$ cat src/rtl/tmi_pkg.sv
package tmi_pkg;
  localparam int TICK_W       = 63;
  localparam int SOFT_W       = 17;
  localparam int SOFT_TMR_BIT = 16;
  localparam int ADDR_W       = 3;

  localparam logic [ADDR_W-1:0] A_TICK  = 3'd0;
  localparam logic [ADDR_W-1:0] A_SCMP  = 3'd1;
  localparam logic [ADDR_W-1:0] A_HCMP  = 3'd2;
  localparam logic [ADDR_W-1:0] A_SOFT  = 3'd3;
  localparam logic [ADDR_W-1:0] A_SSET  = 3'd4;
  localparam logic [ADDR_W-1:0] A_SCLR  = 3'd5;
  localparam logic [ADDR_W-1:0] A_HPEND = 3'd6;

  typedef enum logic [0:0] { SLOT_SUP = 1'b0, SLOT_HYP = 1'b1 } slot_e;
endpackage

$ cat src/rtl/tmi_tick_counter.sv
module tmi_tick_counter #(
  parameter int TICK_W = 63
) (
  input  logic              clk,
  input  logic              rst_n,
  input  logic              load,
  input  logic [TICK_W-1:0] load_val,
  output logic [TICK_W-1:0] cnt_q
);
  function automatic logic [TICK_W-1:0] next_tick(input logic [TICK_W-1:0] v);
    return v + TICK_W'(1);
  endfunction

  always_ff @(posedge clk or negedge rst_n) begin
    if (!rst_n)    cnt_q <= '0;
    else if (load) cnt_q <= load_val;
    else           cnt_q <= next_tick(cnt_q);
  end

  a_r1_count_step: assert property (@(posedge clk) disable iff (!rst_n)
    !load |=> cnt_q == $past(cnt_q) + TICK_W'(1));
  a_r2_load_value: assert property (@(posedge clk) disable iff (!rst_n)
    load |=> cnt_q == $past(load_val));
endmodule

$ cat src/rtl/tmi_compare_slot.sv
module tmi_compare_slot #(
  parameter int TICK_W = 63
) (
  input  logic            clk,
  input  logic            rst_n,
  input  logic            wr,
  input  logic [TICK_W:0] wdata,
  input  logic [TICK_W-1:0] cnt,
  output logic [TICK_W:0] cmp_q,
  output logic            armed_q,
  output logic            hit
);
  localparam int CMP_W = TICK_W + 1;

  function automatic logic word_disabled(input logic [CMP_W-1:0] w);
    return w[CMP_W-1];
  endfunction

  function automatic logic [TICK_W-1:0] word_target(input logic [CMP_W-1:0] w);
    return w[TICK_W-1:0];
  endfunction

  // target - now as a signed value one bit wider; arms only if > 0
  function automatic logic arm_ok(input logic [CMP_W-1:0] w,
                                  input logic [TICK_W-1:0] now);
    logic [CMP_W-1:0] diff;
    diff = {1'b0, word_target(w)} - {1'b0, now};
    return !word_disabled(w) && !diff[CMP_W-1] && (diff != '0);
  endfunction

  logic target_eq;
  assign target_eq = (word_target(cmp_q) == cnt);
  // a write to this slot in the same cycle supersedes the old match
  assign hit = armed_q && target_eq && !word_disabled(cmp_q) && !wr;

  always_ff @(posedge clk or negedge rst_n) begin
    if (!rst_n) begin
      cmp_q   <= {1'b1, {TICK_W{1'b0}}};
      armed_q <= 1'b0;
    end else if (wr) begin
      cmp_q   <= wdata;
      armed_q <= arm_ok(wdata, cnt);
    end else if (hit) begin
      armed_q <= 1'b0;
    end
  end

  a_r5_single_fire: assert property (@(posedge clk) disable iff (!rst_n)
    hit |=> !armed_q && !hit);
  a_r3_disable_cancels: assert property (@(posedge clk) disable iff (!rst_n)
    (wr && wdata[TICK_W]) |=> !armed_q && !hit);
  a_r4_no_arm_past: assert property (@(posedge clk) disable iff (!rst_n)
    (wr && (wdata[TICK_W-1:0] <= cnt)) |=> !armed_q);
  a_r10_readback: assert property (@(posedge clk) disable iff (!rst_n)
    wr |=> cmp_q == $past(wdata));
endmodule

$ cat src/rtl/tmi_softint_reg.sv
module tmi_softint_reg #(
  parameter int SOFT_W  = 17,
  parameter int TMR_BIT = 16
) (
  input  logic              clk,
  input  logic              rst_n,
  input  logic              wr_val,
  input  logic              wr_set,
  input  logic              wr_clr,
  input  logic [SOFT_W-1:0] wdata,
  input  logic              tmr_hit,
  output logic [SOFT_W-1:0] soft_q
);
  localparam logic [SOFT_W-1:0] TMR_MASK = SOFT_W'(1) << TMR_BIT;

  logic [SOFT_W-1:0] sw_next;
  always_comb begin
    if (wr_val)      sw_next = wdata;
    else if (wr_set) sw_next = soft_q | wdata;
    else if (wr_clr) sw_next = soft_q & ~wdata;
    else             sw_next = soft_q;
  end

  always_ff @(posedge clk or negedge rst_n) begin
    if (!rst_n) soft_q <= '0;
    else        soft_q <= sw_next | (tmr_hit ? TMR_MASK : '0);
  end

  a_r7_timer_sets: assert property (@(posedge clk) disable iff (!rst_n)
    tmr_hit |=> soft_q[TMR_BIT]);
  a_r7_low_kept: assert property (@(posedge clk) disable iff (!rst_n)
    (tmr_hit && !wr_val && !wr_set && !wr_clr) |=>
      soft_q[TMR_BIT-1:0] == $past(soft_q[TMR_BIT-1:0]));
  a_r8_clear_bits: assert property (@(posedge clk) disable iff (!rst_n)
    (wr_clr && !wr_val && !wr_set && !tmr_hit) |=> (soft_q & $past(wdata)) == '0);
endmodule

$ cat src/rtl/tmi_hyp_pend.sv
module tmi_hyp_pend (
  input  logic clk,
  input  logic rst_n,
  input  logic wr,
  input  logic wbit,
  input  logic hit,
  output logic pend_q
);
  always_ff @(posedge clk or negedge rst_n) begin
    if (!rst_n)   pend_q <= 1'b0;
    else if (hit) pend_q <= 1'b1;
    else if (wr)  pend_q <= wbit;
  end

  a_r9_hit_sets: assert property (@(posedge clk) disable iff (!rst_n)
    hit |=> pend_q);
  a_r9_sw_clear: assert property (@(posedge clk) disable iff (!rst_n)
    (wr && !wbit && !hit) |=> !pend_q);
endmodule

$ cat src/rtl/tick_match_intc.sv
module tick_match_intc
  import tmi_pkg::*;
#(
  parameter int CNT_W = tmi_pkg::TICK_W
) (
  input  logic         clk,
  input  logic         rst_n,
  input  logic         reg_wr,
  input  logic [2:0]   reg_addr,
  input  logic [63:0]  reg_wdata,
  output logic [63:0]  reg_rdata,
  output logic [16:0]  soft_int_o,
  output logic         sup_match_o,
  output logic         hyp_match_o,
  output logic         hyp_irq_o
);
  localparam int CMP_W = CNT_W + 1;
  localparam int NSLOT = 2;

  logic [CNT_W-1:0] cnt;
  logic [NSLOT-1:0] slot_wr, slot_hit, slot_armed;
  logic [CMP_W-1:0] slot_cmp [NSLOT];
  logic [SOFT_W-1:0] soft_q;
  logic hpend_q;

  function automatic logic addr_wr(input logic we, input logic [ADDR_W-1:0] a,
                                   input logic [ADDR_W-1:0] tgt);
    return we && (a == tgt);
  endfunction

  tmi_tick_counter #(.TICK_W(CNT_W)) u_tick (
    .clk(clk), .rst_n(rst_n),
    .load(addr_wr(reg_wr, reg_addr, A_TICK)),
    .load_val(reg_wdata[CNT_W-1:0]),
    .cnt_q(cnt)
  );

  assign slot_wr[SLOT_SUP] = addr_wr(reg_wr, reg_addr, A_SCMP);
  assign slot_wr[SLOT_HYP] = addr_wr(reg_wr, reg_addr, A_HCMP);

  for (genvar s = 0; s < NSLOT; s++) begin : g_slot
    tmi_compare_slot #(.TICK_W(CNT_W)) u_slot (
      .clk(clk), .rst_n(rst_n),
      .wr(slot_wr[s]), .wdata(reg_wdata[CMP_W-1:0]), .cnt(cnt),
      .cmp_q(slot_cmp[s]), .armed_q(slot_armed[s]), .hit(slot_hit[s])
    );
  end

  tmi_softint_reg #(.SOFT_W(SOFT_W), .TMR_BIT(SOFT_TMR_BIT)) u_soft (
    .clk(clk), .rst_n(rst_n),
    .wr_val(addr_wr(reg_wr, reg_addr, A_SOFT)),
    .wr_set(addr_wr(reg_wr, reg_addr, A_SSET)),
    .wr_clr(addr_wr(reg_wr, reg_addr, A_SCLR)),
    .wdata(reg_wdata[SOFT_W-1:0]),
    .tmr_hit(slot_hit[SLOT_SUP]),
    .soft_q(soft_q)
  );

  tmi_hyp_pend u_hpend (
    .clk(clk), .rst_n(rst_n),
    .wr(addr_wr(reg_wr, reg_addr, A_HPEND)),
    .wbit(reg_wdata[0]),
    .hit(slot_hit[SLOT_HYP]),
    .pend_q(hpend_q)
  );

  always_comb begin
    reg_rdata = '0;
    case (reg_addr)
      A_TICK:  reg_rdata = 64'(cnt);
      A_SCMP:  reg_rdata = 64'(slot_cmp[SLOT_SUP]);
      A_HCMP:  reg_rdata = 64'(slot_cmp[SLOT_HYP]);
      A_SOFT:  reg_rdata = 64'(soft_q);
      A_HPEND: reg_rdata = 64'(hpend_q);
      default: reg_rdata = '0;
    endcase
  end

  assign soft_int_o  = soft_q;
  assign sup_match_o = slot_hit[SLOT_SUP];
  assign hyp_match_o = slot_hit[SLOT_HYP];
  assign hyp_irq_o   = hpend_q;

  a_r9_irq_rise_cause: assert property (@(posedge clk) disable iff (!rst_n)
    $rose(hyp_irq_o) |-> $past(hyp_match_o) || $past(addr_wr(reg_wr, reg_addr, A_HPEND)));
  a_r5_strobes_exclusive_arm: assert property (@(posedge clk) disable iff (!rst_n)
    sup_match_o |=> !sup_match_o);
endmodule

$ cat config.mk
export PLATFORM = sky130hd
export DESIGN_NAME = tick_match_intc
export DESIGN_NICKNAME = d
export VERILOG_FILES = /design/src/rtl/tmi_pkg.sv /design/src/rtl/tmi_tick_counter.sv /design/src/rtl/tmi_compare_slot.sv /design/src/rtl/tmi_softint_reg.sv /design/src/rtl/tmi_hyp_pend.sv /design/src/rtl/tick_match_intc.sv
export SDC_FILE = /design/constraint.sdc
export NUM_CORES = 1
export LEC_CHECK = 0
export BUFFER_PORTS_ARGS = -buffer_cell sky130_fd_sc_hd__buf_2
export CORE_MARGIN = 4
export CORE_UTILIZATION = 45
export CTS_CLUSTER_SIZE = 12
export DETAILED_ROUTE_END_ITERATION = 8
export PLACE_DENSITY = 0.71
export SLEW_MARGIN = 20
export SYNTH_ARGS = -nofsm -noshare
export SYNTH_HDL_FRONTEND = slang
export SYNTH_SLANG_ARGS = --single-unit
$ cat constraint.sdc
create_clock -name clk -period 6.8 [get_ports clk]
set_clock_uncertainty 0.05 [all_clocks]
set_input_delay 0.34 -clock clk [delete_from_list [all_inputs] [get_ports clk]]
set_output_delay 0.34 -clock clk [all_outputs]
set_load 0.1 [all_outputs]
== Word-level counts from Yosys, hierarchy flattened ==
Cells that the tools add are included.

* Add/sub/neg operators: 2
* Equal/unequal tests: 8
* Mux-type cells: 12
* Bitwise logic cells: 4
* Reduce and logical (&&, ||, !) cells: 26

{| class="wikitable"
|+ Operators by type and width
! kind !! number
|-
| case mux 64 bit (5 select lines) || 1
|-
| equality test 63 bit || 2
|-
| two-way mux 17 bit || 4
|-
| nonzero test 64 bit || 1
|-
| subtractor 63 x 63 -> 64 bit || 1
|-
| adder 63 x 1 -> 63 bit (second input constant) || 1
|-
| two-way mux 63 bit || 1
|-
| bitwise OR 17 bit || 2
|-
| AND 17 bit || 1
|-
| NOT 17 bit || 1
|-
| logical AND 1 bit || 15
|-
| equality test 3 bit (second input constant) || 3
|-
| equality test 3 x 2 -> 1 bit (second input constant) || 2
|-
| logical NOT 1 bit || 6
|-
| two-way mux 1 bit || 6
|-
| nonzero test 2 bit || 3
|-
| equality test 3 x 1 -> 1 bit (second input constant) || 1
|-
| logical NOT 3 bit || 1
|}

* Bits in registers: 211
* Bits of input ports: 70
* Output and inout bits: 84

== Depth between registers and ports, before layout ==
Gate-level depths: netlist of the first run.

* Depth after elaboration: 6
* Gate-level depth with buffers: 16
* Gate-level depth less buffers: 15

== Modules after synthesis ==
Synthesis of the first run repeated with hierarchy kept, for this count alone.

* Cells, all modules: 2744
* Area total of the unflattened synthesis: 22168.8 µm²

{| class="wikitable"
|+ Modules (own cells, without submodules)
! module !! instances !! cells each !! area an instance (µm²) !! sequential area each (µm²)
|-
| tmi_compare_slot at g_slot[1].u_slot || 1 || 1003 || 7920.1 || 1627.8
|-
| tmi_compare_slot at g_slot[0].u_slot || 1 || 978 || 7757.4 || 1627.8
|-
| tmi_tick_counter || 1 || 436 || 3738.6 || 1576.5
|-
| tick_match_intc || 1 || 265 || 1989.4 || 0.0
|-
| tmi_softint_reg || 1 || 59 || 723.2 || 425.4
|-
| tmi_hyp_pend || 1 || 3 || 40.0 || 25.0
|}

== Worst setup path after synthesis of the first run ==
OpenSTA, ideal clock, no wires.

* Path type: reg-to-reg
* Start: register u_tick.cnt_q[9]
* End: register g_slot[1].u_slot.armed_q
* Arrival: 3393 ps
* Slack: 3228 ps
* Stages on the path, launching flop included: 17
* Buffers on the path: 2
* Period minus slack after synthesis: 3572 ps
* Cells stage by stage: dfrtp_1 buf_2 inv_1 ha_1 buf_6 a21oi_1 o21ai_2 a221oi_4 a21oi_2 o31a_1 mux2_4 a2111oi_2 o311ai_1 nor4_1 nand4_1 nor4_2 o21ai_1

* Cells in the longest elaborated chain, start to end: 5

{| class="wikitable"
|+ Ends and longest elaborated chain
! element !! RTL line !! RTL
|-
| from (decl) || tmi_tick_counter.sv:8 || <nowiki>output logic [TICK_W-1:0] cnt_q</nowiki>
|-
| from (signal assigned) || tmi_tick_counter.sv:16 || <nowiki>else if (load) cnt_q <= load_val;</nowiki>
|-
| from (signal assigned) || tmi_tick_counter.sv:17 || <nowiki>else cnt_q <= next_tick(cnt_q);</nowiki>
|-
| parallel branches: the longest is 5 deep, another holds subtractor 63 x 63 -> 64 bit || -- ||
|-
| to (signal assigned) || tmi_compare_slot.sv:42 || <nowiki>armed_q <= arm_ok(wdata, cnt);</nowiki>
|-
| to (decl) || tmi_compare_slot.sv:10 || <nowiki>output logic armed_q,</nowiki>
|}

Several ways; the timed one is not identified.
A chain may end at the register's enable or synchronous reset.

== Worst setup path after layout of the first run ==
* Start: register u_tick.cnt_q[5]
* End: register g_slot[1].u_slot.armed_q

Same word-level chain as after synthesis.

==> results of run 1 <==
[timing repair]
item / 4_1_cts / 5_1_grt
hold buffers: 1 / 0
setup endpoints to repair: 0 / 0
hold endpoints to repair: 105 / 0
setup buffers: 0 / 0
[registers in the layout, summed over array words and instances (netlist names)]
signal and flops:
g_slot.u_slot.armed_q 2, g_slot.u_slot.cmp_q 128, u_hpend.pend_q 1, u_soft.soft_q 17, u_tick.cnt_q 63
[where the power goes]
| part | switching, mW | internal, mW | leakage [nW] |
|---|---|---|---|
| Sequential | 0.435 | 1.53 | 2.56 |
| Combinational | 2.19 | 1.04 | 4.67 |
| Clock | 0.528 | 0.690 | 0.346 |
| Total | 3.15 | 3.27 | 7.58 |
[worst reg2reg max path, cell delays in order (launching register included)]
cell and delay [ps]:
dfrtp_1 410, inv_1 240, ha_1 500, nand2_1 120
a2111oi_0 690, a211oi_2 170, nor2_1 340, a31oi_1 270
a31o_2 360, nor4_1 520, nand4_1 140, nor4_1 260
nand4_1 140, nor4_2 310, o21ai_1 120
[layout by cell type, fill, tap and decap left out, types with 12 or more instances in the layout]
cell type	netlist	final
o22ai_1	14	14
o21a_1	12	12
nand4_1	64	64
mux2_2	126	126
clkbuf_16	0	23
xnor2_1	158	158
a211oi_1	19	19
nor4_1	28	28
o21ai_0	149	149
dfrtp_1	209	209
a21oi_1	165	165
nor3_1	27	26
mux2i_1	51	51
nand3_1	36	36
ha_1	64	64
buf_4	1	12
xor2_1	30	30
a22oi_1	34	34
inv_1	87	87
nand2_1	226	226
buf_2	5	152
nor2_1	196	194
[layer usage]
layer	track usage	up-vias	wire length, um
met5	0	-	0
met4	0.133	0	3440
met3	0.0505	170	6440
met2	0.490	922	29300
met1	0.460	8104	28700
li1	-	7289	-
[cell families after synthesis]
logic type | count (synthesis) | synth area share
compound gates | 515 | 0.192
simple gates | 638 | 0.175
xor+xnor | 188 | 0.0991
mux | 178 | 0.117
flops | 211 | 0.318
fa+ha+maj | 65 | 0.0494
buf+inv | 213 | 0.0498
[per-stage QoR]
step	power [mW]	hold slack, ps	setup WS (ps)
2_1_floorplan	4.06	-5.59	3230
3_3_place_gp	5.10	408	2150
3_5_place_dp	5.12	418	2270
4_1_cts	6.33	23.1	2300
5_1_grt	6.66	51.7	1860
6_report	6.42	40.4	2030
[worst max-delay path by stage]
stage	start	end	slack, ps	cells past startpoint
finish	u_tick.cnt_q[5]$_DFF_PN0_	g_slot[1].u_slot.armed_q$_DFFE_PN0P_	2030	14
detailed placement	u_tick.cnt_q[9]$_DFF_PN0_	g_slot[1].u_slot.armed_q$_DFFE_PN0P_	2270	14
floorplan	u_tick.cnt_q[9]$_DFF_PN0_	g_slot[1].u_slot.armed_q$_DFFE_PN0P_	3230	16
global placement	u_tick.cnt_q[9]$_DFF_PN0_	g_slot[1].u_slot.armed_q$_DFFE_PN0P_	2150	14
global route	u_tick.cnt_q[9]$_DFF_PN0_	g_slot[1].u_slot.armed_q$_DFFE_PN0P_	1860	14
CTS	u_tick.cnt_q[9]$_DFF_PN0_	g_slot[1].u_slot.armed_q$_DFFE_PN0P_	2300	14
[cell type report]
class | count | area, sq um
Fill cell | 3467 | 18200
Multi-Input combinational cell | 1584 | 10500
Sequential cell | 211 | 5280
Timing Repair Buffer | 166 | 876
Clock buffer | 38 | 692
Tap cell | 468 | 586
Inverter | 89 | 334
Clock inverter | 2 | 13.8
==> summary.md, run 1 <==
| Metric | Value |
|---|---|
| Outcome | `finished, final reports clean` |
| Critical Path AT | `around 5100 ps` |
| Final core utilization | `0.502` |
| Dpl hpwl | `53.2 mm` |
| Pin count of the biggest net entering global routing | `108` |
| Cell Area, Placed | `17600 sq um` |
| Tightest Hold Check Type | `input pin to register` |
| Placed cells | `around 2500` |
| Worst-Skew Late Latency | `around 520 ps` |
| #FFs+latches synth | `211` |
| Syn Nets | `between 2000 and 2500` |
| Period utilisation layout | `0.701` |
| Vias per cell | `6.44` |
| Nets@finish | `approximately 2200` |
| R2R Setup Slk | `roughly 2000 ps` |
| Max VDD drop | `0.140 mV` |
| Vias | `about 16000` |
| Global route overflow | `0` |
| Clk pin slew, worst setup/hold paths | `approximately 70 ps` |
| Leakage power | `7.58 nW` |
| # setup viols final | `0` |
| RSZ-0062 raised after global routing | `no` |
| Final Hold Vio Count | `0` |
| Max FO, Critical Path | `7` |
| Max-cap viol count | `0` |
| Chip width | `200 um` |
| DR WL/cell | `approximately 27 um` |
| Iteration-0 DRC Markers | `approximately 2000` |
| GR Util All Layers | `0.322` |
| Fin area | `18300 sq um` |
| Syn. warnings | `0` |
| Rel. slew slack | `0.245` |
| Max incr delay on CP | `about 690 ps` |
| Critical path capture point type | `register` |
| Worst Reg-to-Reg Cells | `14` |
| Syn Inst Count | `2008` |
| Die Height | `200 um` |
| DRC Markers | `0` |
| Core footprint | `36500 sq um` |
| CTS tree | `built` |
| Detail Route Antenna Nets | `0` |
| Post-synth EDFFs | `0` |
| H-tree depth | `1` |
| Root buffer cell | `clkbuf_16` |
| Hold path startpoint | `reg_wdata[61]` |
| CTS Sinks | `211` |
| Cell family with most CP delay | `simple AND/OR/NAND/NOR gates` |
| Pwr Density | `between 300 and 400 nW/um^2` |
| Ratio of cells with drive above 1 in the final layout | `0.169` |
| Crit-path slowest cell | `a2111oi_0` |
| FF-to-FF End | `g_slot[1].u_slot.armed_q$_DFFE_PN0P_` |
| Crit path kind | `register to register` |
| Number of max-slew violations in the final report | `0` |
| Unique masters post-synth | `80` |
| Resized Gates After CTS | `0` |
| Fin crit period | `4770 ps` |
| Worst setup SP type | `register` |
| Clock Tree Buf Depth | `3` |
| Sequential area share after synthesis | `0.318` |
| I/O Buffers | `between 150 and 200` |
| Hold Path Sink | `u_tick.cnt_q[61]$_DFF_PN0_` |
| Synthesized area | `approximately 17000 sq um` |
| Synth Flop Type | `dfrtp_1` |
| Syn avg cell area | `8.28 sq um` |
| Top post-synthesis cells by area | `dfrtp_1, mux2_2, xnor2_1` |
| Most frequent cell after synthesis | `nand2_1` |
| Worst Path Required | `7140 ps` |
| Cell taking the most area after synthesis | `dfrtp_1` |
| Synth top cells by count | `nand2_1, dfrtp_1, nor2_1, a21oi_1, xnor2_1` |
| Hold path cells | `3` |
| First drt pass iteration count | `6` |
| Die area | `around 40000 sq um` |
| Antenna Cells | `0` |
| First-pass GRT wire length | `a little over 100 mm` |
| Non-filler instance count after layout | `between 2000 and 3000` |
| Vias in the first global route | `roughly 16000` |
| WL final | `just under 70 mm` |
| Gpl congestion | `between 0.9 and 1` |
| Initial antenna violation count | `0` |
| # rows | `70` |
| Actual slew at the worst max-slew pin | `1130 ps` |
| Synth-to-Final Area Change | `10.2%` |
| Worst r2r src | `u_tick.cnt_q[5]$_DFF_PN0_` |
| Yosys top cell area share | `0.315` |
| Critical-path cell list | `inv_1, ha_1, nand2_1, a2111oi_0, a211oi_2, nor2_1, a31oi_1, a31o_2, nor4_1, nand4_1, nor4_1, nand4_1, nor4_2, o21ai_1` |
| Maximum clock rate | `about 0.21 GHz` |
| Setup TNS Final | `0 ps` |
| TritonCTS Buffers | `23` |
| IO Pins | `approximately 150` |
| Async set-reset flop share out of synthesis | `1.00` |
| Crit path buf inv count | `1` |
| Initial cell density of the core | `0.455` |
Power figures use the tool's default switching activity.
==> run 2, diff against run 1 <==
==> constraint.sdc (replaced) <==
create_clock -name clk -period 4.81 [get_ports clk]
set_clock_uncertainty 0.05 [all_clocks]
set_input_delay 0.2405 -clock clk [delete_from_list [all_inputs] [get_ports clk]]
set_output_delay 0.2405 -clock clk [all_outputs]
set_load 0.1 [all_outputs]
==> run 2 against run 1 <==
The run now ends with negative hold slack left. Clock power up 39%. Sequential power increased by 39%. Global-route usage up 0.64 points. Sequential share of layout area fell by 1.2 points. Critical path depth is the same. Total power grew 44%. Die area stayed put. Combinational power rose by 48%. Non-clock buffer count grew 85. Clock-buffer cell count decreased by 8. Cell count rose by 3.1%. Highest routed layer unchanged.
==> summary.md, run 2 (synthesis gave the netlist of run 1 again) <==
| Metric | Value |
|---|---|
| Critical path capture point type | `register` |
| Final core utilization | `0.523` |
| Initial antenna violation count | `0` |
| Initial cell density of the core | `0.455` |
| Post-CTS Setup Bufs | `0` |
| Max reg flops | `between 100 and 150` |
| Clock Tree Buf Depth | `3` |
| Non-filler instance count after layout | `2638` |
| Die Height | `around 200 um` |
| Crit path kind | `register to register` |
| Cell family with most CP delay | `simple AND/OR/NAND/NOR gates` |
| Max FO, Critical Path | `7` |
| Leakage power | `between 7 and 8 nW` |
| Antenna Cells | `0` |
| Most frequent cell on the critical path | `a21oi_1` |
| Clk pin slew, worst setup/hold paths | `60 ps` |
| H-tree depth | `1` |
| First drt pass iteration count | `8` |
| WL final | `about 69 mm` |
| Crit-path slowest cell | `or4_1` |
| Rel. slew slack | `0.254` |
| Vias in the first global route | `roughly 16000` |
| Commonest cells after routing, fill and taps aside | `nand2_1, dfrtp_1, nor2_1, a21oi_1, xnor2_1` |
| CTS tree | `built` |
| Synth-to-Final Area Change | `14.8%` |
| First-pass GRT wire length | `~100 mm` |
| Pin count of the biggest net entering global routing | `roughly 130` |
| Chip width | `~200 um` |
| Outcome | `finished with violations` |
| IO Pins | `154` |
| I/O Buffers | `153` |
| Core footprint | `roughly 37000 sq um` |
| DRC Markers | `0` |
| Ratio of cells with drive above 1 in the final layout | `0.179` |
| DR WL/cell | `roughly 26 um` |
| Pwr Density | `roughly 480 nW/um^2` |
| Period utilisation layout | `0.955` |
| Failing checks | `negative hold slack` |
| Worst Path Required | `5160 ps` |
| Root buffer cell | `clkbuf_16` |
| CTS Sinks | `around 210` |
| Placed cells | `about 2600` |
| Setup TNS Final | `0 ps` |
| Max incr delay on CP | `between 500 and 600 ps` |
| Reg with most FFs | `g_slot.u_slot.cmp_q` |
| Max VDD drop | `0.237 mV` |
| Critical-path cell list | `inv_1, ha_1, a21oi_1, o21ai_0, a21oi_1, a21oi_1, or4_1, nor4_1, and3_1, nand4_1, nor4_1, nand4_1, nor4_2, o21ai_1` |
| Regs by FF count | `g_slot.u_slot.cmp_q: 128 flops, u_tick.cnt_q: 63 flops, u_soft.soft_q: 17 flops` |
| GR Util All Layers | `0.328` |
| Die area | `roughly 40000 sq um` |
| Crit path buf inv count | `1` |
| Worst-Skew Late Latency | `roughly 540 ps` |
| # setup viols final | `0` |
| Total power | `9.21 mW` |
| Number of max-slew violations in the final report | `0` |
| Actual slew at the worst max-slew pin | `roughly 1100 ps` |
| Worst setup SP type | `register` |
| Nets@finish | `between 2000 and 2500` |
| Gpl congestion | `between 1 and 1.5` |
| Vias per cell | `roughly 6.4` |
| Vias | `roughly 17000` |
| RSZ-0062 raised after global routing | `no` |
| Iteration-0 DRC Markers | `approximately 2100` |
| Maximum clock rate | `0.218 GHz` |
| Fin Hold WS | `-2.94 ps` |
| Critical Path AT | `between 4000 and 5000 ps` |
| Tightest Hold Check Type | `input pin to register` |
| TritonCTS Buffers | `23` |
| # rows | `70` |
| Dpl hpwl | `53.8 mm` |
| Fin crit period | `~4600 ps` |
| Max-cap viol count | `0` |
| Final Hold Vio Count | `1` |
| Commonest non-fill, non-tap cell in the layout | `nand2_1` |
| Global route overflow | `0` |
| Detail Route Antenna Nets | `0` |
## run 2: cell types whose count changed in the layout (fill, tap and decap cells not counted), sizes merged
cell / delta
dlygate4sd3: +50
bufinv: +1
buf: +35
clkinv: +1
clkbuf: -8
inv: +1
## run 2: per-layer routing
| layer | GRT usage | share of wire | vias to the layer above |
|---|---|---|---|
| li1 | - | - | 7468 |
| met4 | 0.132 | 0.048 | 0 |
| met1 | 0.468 | 0.42 | 8202 |
| met2 | 0.502 | 0.43 | 959 |
| met3 | 0.0521 | 0.094 | 170 |
| met5 | 0 | 0 | - |
## run 2: final timing paths
| kind | cells past startpoint | startpoint | to | slack, ps |
|---|---|---|---|---|
| max | 14 | u_tick.cnt_q[48]$_DFF_PN0_ | g_slot[1].u_slot.armed_q$_DFFE_PN0P_ | 210 |
| min | 3 | reg_wdata[39] | u_tick.cnt_q[39]$_DFF_PN0_ | -3 |
| max in group asynchronous | 3 | rst_n | u_tick.cnt_q[12]$_DFF_PN0_ | 3240 |
| max reg2reg | 14 | u_tick.cnt_q[48]$_DFF_PN0_ | g_slot[1].u_slot.armed_q$_DFFE_PN0P_ | 210 |
| min reg2reg | 1 | g_slot[1].u_slot.cmp_q[13]$_DFFE_PN0P_ | g_slot[1].u_slot.cmp_q[13]$_DFFE_PN0P_ | 510 |
| min in group asynchronous | 2 | rst_n | g_slot[1].u_slot.cmp_q[61]$_DFFE_PN0P_ | 300 |
## run 2: what timing repair did
item / 4_1_cts / 5_1_grt
gates resized for setup: 0 / 3
hold endpoints to repair: 193 / 0
setup endpoints to repair: 0 / 2
hold buffers: 51 / 0
## run 2: per-stage QoR
step                setup WS, ps  instance area, sq um
finish                       215                 19100
global route                12.1                 19100
CTS                          345                 19100
detailed placement           374                 17900
global placement             364                 17900
floorplan                   1240                 16600
## run 2: final cells by class
type,instances,area (sq um)
Multi-Input combinational cell,1584,10500
Fill cell,3392,17400
Inverter,89,334
Tap cell,468,586
Sequential cell,211,5280
Clock buffer,30,622
Clock inverter,5,60.1
Timing Repair Buffer,251,1660
## run 2: power breakdown
part / switching [mW] / leakage, nW / internal (mW)
combinational: 3.19 / 5.06 / 1.59
clock: 0.746 / 0.336 / 0.958
sequential: 0.557 / 2.56 / 2.17
total: 4.49 / 7.96 / 4.72
## run 2: worst reg2reg max path, delay by kind of cell (launching register included)
family	cells	cell delay, ps
compound gates	5	1380
flops	1	550
simple gates	7	2050
buf+inv	1	80
fa+ha+maj	1	350
==> run 3, diff against run 2 <==
--- a/config.mk
+++ b/config.mk
@@ -5,11 +5,13 @@
 export SDC_FILE = /design/constraint.sdc
 export NUM_CORES = 1
 export LEC_CHECK = 0
+export ABC_AREA = 1
 export BUFFER_PORTS_ARGS = -buffer_cell sky130_fd_sc_hd__buf_2
 export CORE_MARGIN = 4
 export CORE_UTILIZATION = 45
 export CTS_CLUSTER_SIZE = 12
 export DETAILED_ROUTE_END_ITERATION = 8
+export HOLD_SLACK_MARGIN = 0.15
 export PLACE_DENSITY = 0.71
 export SLEW_MARGIN = 20
 export SYNTH_ARGS = -nofsm -noshare
==> run 3 against run 2 <==
The run now ends clean. Via count grew 33%. Utilization shrank 0.12 points. Combinational power is 8.8% higher. Largest cell class unchanged. Clock-buffer cell count increased by 7. First-iteration DRC count up 53%. Clock power increased by 9%. Largest power group unchanged. Worst setup slack improved by 860 ps. Critical endpoint is now hyp_match_o.
==> summary.md, run 3 <==
| Metric | Value |
|---|---|
| Ratio of cells with drive above 1 in the final layout | `0.0823` |
| DR WL/cell | `between 20 and 25 um` |
| Pin count of the biggest net entering global routing | `100` |
| Cell taking the most area after synthesis | `dfrtp_1` |
| Vias in the first global route | `between 20000 and 25000` |
| First drt pass iteration count | `6` |
| Synthesized area | `around 19000 sq um` |
| Commonest non-fill, non-tap cell in the layout | `nand2_1` |
| Yosys top cell area share | `0.274` |
| Gpl congestion | `roughly 1.1` |
| Vias | `22300` |
| Async set-reset flop share out of synthesis | `1.00` |
| Final Hold Vio Count | `0` |
| R2R Setup Slk | `approximately 1200 ps` |
| IO Pins | `154` |
| Die area | `about 46000 sq um` |
| Fillers | `approximately 4300` |
| Global route overflow | `0` |
| Synth-to-Final Area Change | `14.6%` |
| Regs by FF count | `g_slot.u_slot.cmp_q: 128 flops, u_tick.cnt_q: 63 flops, u_soft.soft_q: 17 flops` |
| Syn. warnings | `0` |
| Hold path cells | `5` |
| I/O Buffers | `153` |
| Crit path kind | `register to output port` |
| Resized Gates After CTS | `0` |
| Max-cap viol count | `0` |
| Rel. slew slack | `0.263` |
| Actual slew at the worst max-slew pin | `approximately 1100 ps` |
| GR Util All Layers | `0.366` |
| Top post-synthesis cells by area | `dfrtp_1, nand2_1, inv_1` |
| Synth Flop Type | `dfrtp_1` |
| Commonest cells after routing, fill and taps aside | `nand2_1, inv_1, nor2_1, o21ai_0, dfrtp_1` |
| WL final | `around 87 mm` |
| Leakage power | `11.4 nW` |
| Detail Route Antenna Nets | `0` |
| Clock Tree Buf Depth | `3` |
| Clk pin slew, worst setup/hold paths | `roughly 60 ps` |
| First-pass GRT wire length | `approximately 130 mm` |
| Tightest Hold Check Type | `input pin to register` |
| #FFs+latches synth | `211` |
| Post-synth EDFFs | `0` |
| Fin crit period | `about 3700 ps` |
| Outcome | `finished, final reports clean` |
| Max reg flops | `roughly 130` |
| Max VDD drop | `0.250 mV` |
| Syn Nets | `roughly 3300` |
| Hold Path Sink | `u_hpend.pend_q$_DFFE_PN0P_` |
| Synth top cells by count | `nand2_1, inv_1, nor2_1, o21ai_0, dfrtp_1` |
| Post-CTS Setup Bufs | `0` |
| Initial antenna violation count | `2` |
| Number of max-slew violations in the final report | `0` |
| Vias per cell | `approximately 5.7` |
| Maximum clock rate | `approximately 0.27 GHz` |
| Worst r2r src | `u_tick.cnt_q[23]$_DFF_PN0_` |
| Dpl hpwl | `between 70 and 80 mm` |
| Initial cell density of the core | `0.455` |
| FF-to-FF End | `g_slot[0].u_slot.armed_q$_DFFE_PN0P_` |
| Iteration-0 DRC Markers | `3155` |
| Core footprint | `41900 sq um` |
| CTS Sinks | `211` |
| Total power | `between 9 and 10 mW` |
| # setup viols final | `0` |
| Max FO, Critical Path | `8` |
| Sequential area share after synthesis | `0.277` |
| Worst Reg-to-Reg Cells | `19` |
| CTS tree | `built` |
| Antenna Cells | `0` |
| Reg with most FFs | `g_slot.u_slot.cmp_q` |
| Die Height | `214 um` |
| Period utilisation layout | `0.777` |
| Worst Path Required | `4520 ps` |
| # rows | `75` |
| Most frequent cell after synthesis | `nand2_1` |
| Root buffer cell | `clkbuf_16` |
| H-tree depth | `1` |
| Worst-Skew Late Latency | `roughly 540 ps` |
| Worst setup SP type | `register` |
| Syn Inst Count | `between 3000 and 4000` |
| Critical path capture point type | `output port` |
| RSZ-0062 raised after global routing | `no` |
| Nets@finish | `3458` |
| Critical Path AT | `around 3500 ps` |
| Hold path startpoint | `reg_addr[0]` |
| Syn avg cell area | `between 6 and 7 sq um` |
| Chip width | `214 um` |
| TritonCTS Buffers | `24` |
| DRC Markers | `0` |
| Setup TNS Final | `0 ps` |
| Pwr Density | `about 440 nW/um^2` |
| Unique masters post-synth | `51` |
run 3: cell types whose count changed after synthesis, moves of 51 or more:
| cell | before | now |
|---|---|---|
| a21oi_1 | 165 | 79 |
| xnor2_1 | 158 | 30 |
| mux2i_1 | 51 | 0 |
| nor2_1 | 196 | 307 |
| nand3_1 | 36 | 115 |
| mux2_2 | 126 | 0 |
| nand2_1 | 226 | 1062 |
| o21ai_0 | 149 | 212 |
| inv_1 | 87 | 521 |
run 3: layer usage:
| layer | vias to the layer above | track usage | part of all wire |
|---|---|---|---|
| li1 | 10400 | - | - |
| met1 | 10200 | 0.497 | 0.40 |
| met2 | 1356 | 0.556 | 0.42 |
| met3 | 289 | 0.0769 | 0.11 |
| met4 | 4 | 0.179 | 0.060 |
| met5 | - | 0 | 0.00031 |
run 3: per-stage QoR:
step / setup WS (ps) / util / area, sq um / hold slack (ps) / cells
floorplan: 37.8 / - / 19100 / -105 / 3133
global placement: 1390 / 0.487 / 20400 / 283 / 3770
detailed placement: 1370 / 0.487 / 20400 / 277 / 3770
CTS: 1190 / 0.521 / 21900 / 151 / 3879
global route: 1010 / 0.521 / 21900 / 192 / 3879
finish: 1070 / 0.521 / 21900 / 159 / 3879
run 3: area by class of cell:
cell class,instances,area (sq um),area share
clock inverter,6,33.8,0.00154
clock buffer,37,751,0.0343
timing repair buffer,237,1580,0.0724
inverter,540,2030,0.0927
tap,539,674,0.0308
sequential,211,5280,0.242
multi-input combinational,2309,11500,0.527
run 3: worst max-delay path by stage:
stage / startpoint / endpoint / slack, ps / depth (start not counted)
global route: u_tick.cnt_q[53]$_DFF_PN0_ / hyp_match_o / 1010 / 8
floorplan: u_tick.cnt_q[44]$_DFF_PN0_ / sup_match_o / 40 / 6
detailed placement: u_tick.cnt_q[23]$_DFF_PN0_ / g_slot[0].u_slot.armed_q$_DFFE_PN0P_ / 1370 / 19
finish: u_tick.cnt_q[57]$_DFF_PN0_ / hyp_match_o / 1070 / 9
CTS: reg_addr[1] / reg_rdata[34] / 1190 / 8
global placement: u_tick.cnt_q[23]$_DFF_PN0_ / g_slot[0].u_slot.armed_q$_DFFE_PN0P_ / 1390 / 19
run 3: logic make-up (layout without fill, tap and decap cells):
group	after synthesis	after routing	share of synthesized area
AND/OR/NAND/NOR	1733	1733	0.388
adder cells (fa/ha/maj)	65	65	0.0430
buffers and inverters	613	820	0.121
XOR/XNOR	95	95	0.0436
AO/OA/AOI/OAI	416	416	0.127
flip-flops	211	211	0.277
run 3: critical path: stages (launching register included):
cell	delay, ps
dfrtp_1	390
clkinv_1	350
nand2_1	300
o2111ai_1	220
a2111oi_0	610
nand4_1	180
nor2_1	150
nand3_1	150
nor2_1	130
buf_2	430
run 3: timing repair:
action	CTS	global route
endpoints found under the setup margin	0	0
hold buffers	66	0
endpoints found under the hold margin	306	0
run 3: power breakdown:
part	switching [mW]	leakage (nW)	internal (mW)
registers	0.452	2.59	2.15
clock network	0.792	0.394	1.07
logic	3.85	8.36	1.35
total	5.10	11.3	4.57
